===== src/rtl/bus_phase_seq.sv =====
module bus_phase_seq #(
  parameter int ID_W  = 3,
  parameter int MY_ID = 3,
  parameter int PTR_W = 12
) (
  input  logic                   clk,
  input  logic                   rst_n,
  input  logic                   start_i,
  input  logic                   bus_busy_i,
  input  logic [(1<<ID_W)-1:0]   arb_req_i,
  input  logic                   resel_i,
  input  logic                   code_vld_i,
  input  logic [2:0]             code_i,
  input  logic                   msg_vld_i,
  input  logic [2:0]             msg_i,
  input  logic                   xfer_i,
  output logic [2:0]             phase_o,
  output logic                   arb_won_o,
  output logic                   arb_lost_o,
  output logic                   cmd_done_o,
  output logic                   err_o,
  output logic [PTR_W-1:0]       ptr_o
);
  localparam int NDEV = 1 << ID_W;
  localparam logic [NDEV-1:0] HI_MASK = {NDEV{1'b1}} << (MY_ID + 1);

  localparam logic [2:0] P_FREE = 3'd0, P_ARB = 3'd1, P_SEL = 3'd2, P_CMD = 3'd3,
                         P_DATA = 3'd4, P_MSG = 3'd5, P_STAT = 3'd6;
  localparam logic [2:0] M_DONE = 3'd0, M_SAVE = 3'd1, M_RESTORE = 3'd2,
                         M_DISC = 3'd3, M_IDENT = 3'd4;

  logic [2:0]       phase_q;
  logic             pend_q, hold_q, disc_q, resel_q, stat_q;
  logic             won_q, lost_q, done_q, err_q;
  logic [PTR_W-1:0] ptr_q, save_q;
  logic             legal;

  wire arb_win = ~|(arb_req_i & HI_MASK);

  always_comb begin
    case (phase_q)
      P_SEL:                legal = resel_q ? (code_i == P_DATA) : (code_i == P_CMD);
      P_CMD, P_DATA, P_MSG: legal = (code_i == P_DATA) || (code_i == P_MSG) || (code_i == P_STAT);
      P_STAT:               legal = (code_i == P_MSG);
      default:              legal = 1'b0;
    endcase
  end

  always_ff @(posedge clk or negedge rst_n) begin
    if (!rst_n) begin
      phase_q <= P_FREE;
      pend_q  <= 1'b0;
      hold_q  <= 1'b0;
      disc_q  <= 1'b0;
      resel_q <= 1'b0;
      stat_q  <= 1'b0;
      won_q   <= 1'b0;
      lost_q  <= 1'b0;
      done_q  <= 1'b0;
      err_q   <= 1'b0;
      ptr_q   <= '0;
      save_q  <= '0;
    end else begin
      won_q  <= 1'b0;
      lost_q <= 1'b0;
      done_q <= 1'b0;
      if (start_i)    pend_q <= 1'b1;
      if (bus_busy_i) hold_q <= 1'b0;
      case (phase_q)
        P_FREE: begin
          if (resel_i && disc_q) begin
            phase_q <= P_SEL;
            resel_q <= 1'b1;
            disc_q  <= 1'b0;
            ptr_q   <= save_q;
          end else if ((pend_q || start_i) && !bus_busy_i && !hold_q) begin
            phase_q <= P_ARB;
            err_q   <= 1'b0;
          end
        end
        P_ARB: begin
          if (arb_win) begin
            phase_q <= P_SEL;
            won_q   <= 1'b1;
            pend_q  <= 1'b0;
            resel_q <= 1'b0;
            disc_q  <= 1'b0;
            stat_q  <= 1'b0;
            ptr_q   <= '0;
            save_q  <= '0;
          end else begin
            phase_q <= P_FREE;
            lost_q  <= 1'b1;
            hold_q  <= 1'b1;
          end
        end
        default: begin
          if (code_vld_i) begin
            if (legal) begin
              phase_q <= code_i;
              if (code_i == P_STAT) stat_q <= 1'b1;
            end else begin
              phase_q <= P_FREE;
              err_q   <= 1'b1;
              pend_q  <= 1'b0;
            end
          end else if (phase_q == P_DATA && xfer_i) begin
            ptr_q <= ptr_q + 1'b1;
          end else if (phase_q == P_MSG && msg_vld_i) begin
            case (msg_i)
              M_DONE: begin
                phase_q <= P_FREE;
                if (stat_q) done_q <= 1'b1;
                else begin
                  err_q  <= 1'b1;
                  pend_q <= 1'b0;
                end
              end
              M_SAVE:    save_q <= ptr_q;
              M_RESTORE: ptr_q  <= save_q;
              M_DISC: begin
                save_q  <= ptr_q;
                disc_q  <= 1'b1;
                phase_q <= P_FREE;
              end
              M_IDENT: ;
              default: begin
                phase_q <= P_FREE;
                err_q   <= 1'b1;
                pend_q  <= 1'b0;
              end
            endcase
          end
        end
      endcase
    end
  end

  assign phase_o    = phase_q;
  assign arb_won_o  = won_q;
  assign arb_lost_o = lost_q;
  assign cmd_done_o = done_q;
  assign err_o      = err_q;
  assign ptr_o      = ptr_q;

  assert_phase_range_R5: assert property (@(posedge clk) disable iff (!rst_n)
    phase_o <= P_STAT) else $error("phase code out of range");
  assert_free_exit_R2: assert property (@(posedge clk) disable iff (!rst_n)
    $past(phase_o) == P_FREE |-> (phase_o == P_FREE || phase_o == P_ARB || phase_o == P_SEL))
    else $error("bad exit from bus free");
  assert_won_lost_excl_R3: assert property (@(posedge clk) disable iff (!rst_n)
    !(arb_won_o && arb_lost_o)) else $error("won and lost together");
  assert_won_in_sel_R3: assert property (@(posedge clk) disable iff (!rst_n)
    arb_won_o |-> phase_o == P_SEL) else $error("won without selection");
  assert_done_free_R9: assert property (@(posedge clk) disable iff (!rst_n)
    cmd_done_o |-> phase_o == P_FREE) else $error("done while connected");
  assert_err_free_R10: assert property (@(posedge clk) disable iff (!rst_n)
    $rose(err_o) |-> phase_o == P_FREE) else $error("error without release");
endmodule


===== config.mk =====
export PLATFORM = sky130hd
export DESIGN_NAME = bus_phase_seq
export DESIGN_NICKNAME = d
export VERILOG_FILES = /design/src/rtl/bus_phase_seq.sv
export SDC_FILE = /design/constraint.sdc
export NUM_CORES = 1
export LEC_CHECK = 0
export CELL_PAD_IN_SITES_DETAIL_PLACEMENT = 2
export CELL_PAD_IN_SITES_GLOBAL_PLACEMENT = 2
export CORE_UTILIZATION = 28
export CTS_BUF_LIST = sky130_fd_sc_hd__clkbuf_8
export CTS_CLUSTER_DIAMETER = 150
export DETAILED_ROUTE_END_ITERATION = 10
export GPL_TIMING_DRIVEN = 0
export HOLD_SLACK_MARGIN = 0.06
export PLACE_DENSITY = 0.74
export SLEW_MARGIN = 40
export SYNTH_ARGS = -nofsm -noshare
export SYNTH_HDL_FRONTEND = slang
export SYNTH_SLANG_ARGS = --single-unit

===== constraint.sdc =====
create_clock -name clk -period 1.7 [get_ports clk]
set_input_delay 0.34 -clock clk [delete_from_list [all_inputs] [get_ports clk]]
set_output_delay 0.34 -clock clk [all_outputs]
set_load 0.05 [all_outputs]

# Word-level counts from Yosys, hierarchy flattened
# Index checks and enable logic that the tools add are counted.
# classes
n_addsub,1
n_reduce_logical,37
n_mux,67
n_eq_ne,29
bitwise,2
# ops
cell,count
2-to-1 mux 12 bit,10
one-hot mux 12 bit (2 select lines),2
2-to-1 mux 1 bit,38
"== test 3 bit, second input constant",7
2-to-1 mux 3 bit,7
"== test 3 x 2 -> 1 bit, second input constant",5
one-hot mux 1 bit (2 select lines),7
"adder 12 x 1 -> 12 bit, second input constant",1
AND reduction 6 bit,2
nonzero test 2 bit,6
nonzero test 4 bit,3
AND reduction 5 bit,2
"!= test 3 x 1 -> 1 bit, second input constant",3
nonzero test 3 bit,3
"!= test 2 bit, second input constant",4
AND reduction 8 bit,1
OR reduction 4 bit,2
"== test 3 x 1 -> 1 bit, second input constant",2
zero test 3 bit,2
"!= test 3 x 2 -> 1 bit, second input constant",2
one-hot mux 3 bit (2 select lines),1
OR reduction 3 bit,2
logical AND 1 bit,5
"!= test 2 x 1 -> 1 bit, second input constant",2
12 further kinds,17
# word_totals
word_cells,148
ff_bits,36

# Logic depth before layout (Yosys ltp)
# logic_depth
depth_word,7
depth_mapped,7

# Worst setup path after synthesis
# No wires, ideal clock.
# synth_timing
path_type,register -> register
startpoint,"reg phase_q[0], in the netlist phase_o[0]"
endpoint,"reg ptr_q[6], in the netlist ptr_o[6]"
setup_ps,82
slack_ps,-348
arrival_ps,1966
n_path_buf,2
stages_incl_launch_ff,8
cell_sequence,dfrtp_1 -> buf_4 -> nand4b_1 -> nor4b_1 -> o21a_4 -> buf_8 -> a21oi_1 -> a31oi_1
# synth_via
elab_chain_len,5
# synth_rtl
item,line,source
from (decl),32,logic [2:0] phase_q;
from (signal assigned),100,phase_q <= code_i;
== test 3 bit,107,end else if (phase_q == P_DATA && xfer_i) begin
logical AND 1 bit,107,
2-to-1 mux 12 bit,107,
2-to-1 mux 12 bit,98,if (code_vld_i) begin
one-hot mux 12 bit (2 select lines),69,case (phase_q)
to (signal assigned),75,ptr_q <= save_q;
to (signal assigned),108,ptr_q <= ptr_q + 1'b1;
to (signal assigned),120,M_RESTORE: ptr_q <= save_q;
to (decl),35,"logic [PTR_W-1:0] ptr_q, save_q;"
# Several ways; a longest one is shown, not always the timed one. The select of a mux whose other input is x is not followed.
# A chain may end at the register's enable or synchronous reset.

# Worst setup path in the final report
# layout_timing
startpoint,"reg phase_q[1], in the netlist phase_o[1]"
endpoint,"reg ptr_q[0], in the netlist ptr_o[0]"
# Same word-level chain as after synthesis.

==> flow_metrics.py <==
metrics = {
    "clocking": {
        "clk_latency_ns": 0.30,
        "cts_tree": "done",
        "root_buffer": "clkbuf_8",
        "cts_buffers": 5,
        "cts_max_path_buffers": 2,
        "clkSinkCount": 36,
        "htree_levels": 2,
        "cts.clk_slew.worst_paths_ns": 0.08,
    },
    "grt": {
        "grt_pass1_vias": 2271,
        "grt_pass1_wl_um": 12800,
        "grt-ovfl-total": 0,
        "antenna_found_initial": 0,
        "grt_use_total": 0.230,
        "grt_max_degree": 37,
    },
    "synth": {
        "syn_inst": 222,
        "async_flop_share": 1.00,
        "ys.flop_type": "dfrtp_1",
        "yosys-top-cells-count": "36 x dfrtp_1, 34 x nand2_1, 24 x o21ai_0",
        "synth_area_um2": 1970,
        "synth-seq-cells": 36,
        "yosysTopAreaCell": "dfrtp_1",
        "synth_edf_count": 0,
        "synth_area_per_cell_um2": 8.88,
        "ys_warn_count": 0,
        "synth_most_common_cell": "dfrtp_1",
        "synth_cell_types": 50,
        "yosys-top-cells-area": "dfrtp_1 46%, nand2_1 6.5%, o21ai_0 6.1%",
        "synthesis.nets": 245,
        "yosys.area.top_type_share": 0.457,
        "ys_seq_area_frac": 0.457,
    },
    "setup_path": {
        "path_buf_inv": 2,
        "critical_path.most_common_cell": "buf_6",
        "worstPathRequired_ns": 1.89,
        "cp_slowest_cell": "dfrtp_2",
        "critPathMaxStageDelay_ns": 0.45,
        "worstSetupPathType": "reg -> reg",
        "path_cells": "buf_6, nand4b_1, nor4b_4, o21a_4, buf_6, mux2i_1, nand2_1",
        "critPathMaxFanout": 7,
        "end_kind": "flip-flop",
        "crit_family": "simple AND/OR/NAND/NOR gates",
        "start_kind": "flip-flop",
        "cp.arrival_ns": 2.13,
    },
    "finish": {
        "finish.utilization": 0.478,
        "antennaDiodeCount": 0,
        "num-nets-final": 312,
        "drive_gt1_frac": 0.410,
        "area_growth_pct": 64.6,
        "finalInstanceArea_um2": 3250,
    },
    "timing": {
        "rsz0062_at_grt": "true",
        "setup_tns_ns": -4.98,
        "clock.fmax_ghz": 0.517,
        "min_period_ns": 1.94,
        "hold_viol": 0,
        "fin_crit_sh": 1.14,
        "slew_headroom": 0.536,
        "worst_pin_slew_ns": 0.696,
        "slew_viol_final": 0,
        "finalSetupViolations": 29,
        "worst_slack_ns": -0.235,
        "hold_slack_ns": 0.449,
        "clock_skew_ns": 0.00710,
    },
    "placement": {
        "hpwl_um": 4660,
        "dpl_cell_area_um2": 2490,
        "port_buffers": 35,
        "place.gp.congestion": 0.770,
    },
    "routing": {
        "firstDrtPassIters": 4,
        "vias": 2119,
        "routedWlPerCell_um": 21.5,
        "avgViaCountPerCell": 5.49,
        "drcViolationCount": 0,
        "drt-total-wl_um": 8310,
        "antenna_left": 0,
        "drtIter0Drc": 63,
    },
    "power": {
        "p_per_area_nw_per_um2": 1510,
        "power_mw": 4.89,
        "p_leak_nw": 1.30,
        "ir_drop_mv": 0.649,
    },
    "die": {
        "die_h_um": 85.9,
        "die_area_um2": 7380,
        "start_util": 0.290,
        "core_um2": 6790,
        "rows": 30,
        "ios": 41,
        "fp.dieW_um": 85.9,
    },
    "run_status": {
        "status": "finished with violations",
        "violations": "setup timing",
    },
    "run": {
        "maxCapViolations": 0,
    },
    "hold_path": {
        "hp-class": "in -> reg",
    },
}
==> worst paths after layout <==
path                              end  cells after the start          from  slack, ns
setup / recovery             ptr_o[0]                      7    phase_o[1]      -0.24
setup reg to reg             ptr_o[0]                      7    phase_o[1]      -0.24
min in group asynchronous   save_q[8]                      2         rst_n       0.57
max in group asynchronous  phase_o[1]                      2         rst_n       0.75
hold reg to reg             save_q[8]                      2     save_q[8]       0.52
hold / removal             arb_lost_o                      3  arb_req_i[6]       0.45
==> worst min-delay path: stages <==
cell and delay, ns:
clkdlybuf4s15_1 0.18, nor4_1 0.07, nor2_1 0.10
==> registers in the layout, indices dropped and copies added, names as in the netlist <==
register and count:
ptr_o 12, save_q 12, phase_o 3, arb_lost_o 1
arb_won_o 1, cmd_done_o 1, disc_q 1, err_o 1
hold_q 1, pend_q 1, resel_q 1, stat_q 1
==> cell families after synthesis <==
| logic type | Yosys count | share of synthesized area |
|---|---|---|
| AO/OA/AOI/OAI | 81 | 0.270 |
| adder cells (fa/ha/maj) | 1 | 0.00634 |
| AND/OR/NAND/NOR | 80 | 0.203 |
| flip-flops | 36 | 0.457 |
| multiplexers | 1 | 0.00508 |
| XOR/XNOR | 1 | 0.00444 |
| buffers and inverters | 22 | 0.0539 |
==> placed cells by master (no fill, tap or decap), types with 3 or more instances in the layout <==
master           netlist  layout
nor2_1                14      10
inv_1                  8       6
o21ai_0               24      11
nand2_1               34      22
a22o_1                 3       3
a21oi_4                0       3
buf_4                  2      13
clkdlybuf4s15_1        0       4
buf_6                  0      16
a31oi_1                5       5
clkbuf_2               0       3
dlygate4sd2_1          0      20
nand2_4                0       7
clkbuf_8               0       7
o31ai_4                0       5
nand3_1                8       7
dfrtp_1               36      33
nand2_2                0       5
a21oi_2                0      10
a21oi_1               22       9
buf_8                  1       3
dfrtp_2                0       3
o21ai_2                0      10
clkdlybuf4s50_1        0       7
==> layout make-up <==
cell class	instances	area, µm²
plain buffers	13	130
clock buffers	6	82.6
clock inverters	2	10.0
fillers	717	3550
inverters	8	36.3
multi-input cells	164	1390
flip-flops and latches	36	905
well taps	96	120
repair buffers	61	576
==> power by group <==
part	switching (mW)	leakage, nW	internal (mW)
Sequential	0.386	0.457	1.15
Combinational	1.63	0.791	1.05
Clock	0.342	0.0510	0.324
==> per-stage QoR <==
stage	instances	worst slack, ns
2_1_floorplan	222	-0.127
3_3_place_gp	353	-0.842
3_5_place_dp	353	-0.762
4_1_cts	384	-0.234
5_1_grt	386	-0.348
6_report	386	-0.235
==> routing by layer <==
layer / track usage / up-vias / share of wire
met5: 0 / - / 0
met1: 0.262 / 1098 / 0.40
met3: 0.0308 / 18 / 0.033
li1: - / 956 / -
met2: 0.439 / 47 / 0.54
met4: 0.0758 / 0 / 0.031
==> repair_timing <==
action,CTS,global route
gates cloned,3,0
endpoints found under the setup margin,50,34
gates resized for setup,106,57
hold endpoints to repair,36,0
hold buffers,1,0
setup buffers,20,3
pin swaps,20,20
Power figures use the tool's default switching activity.
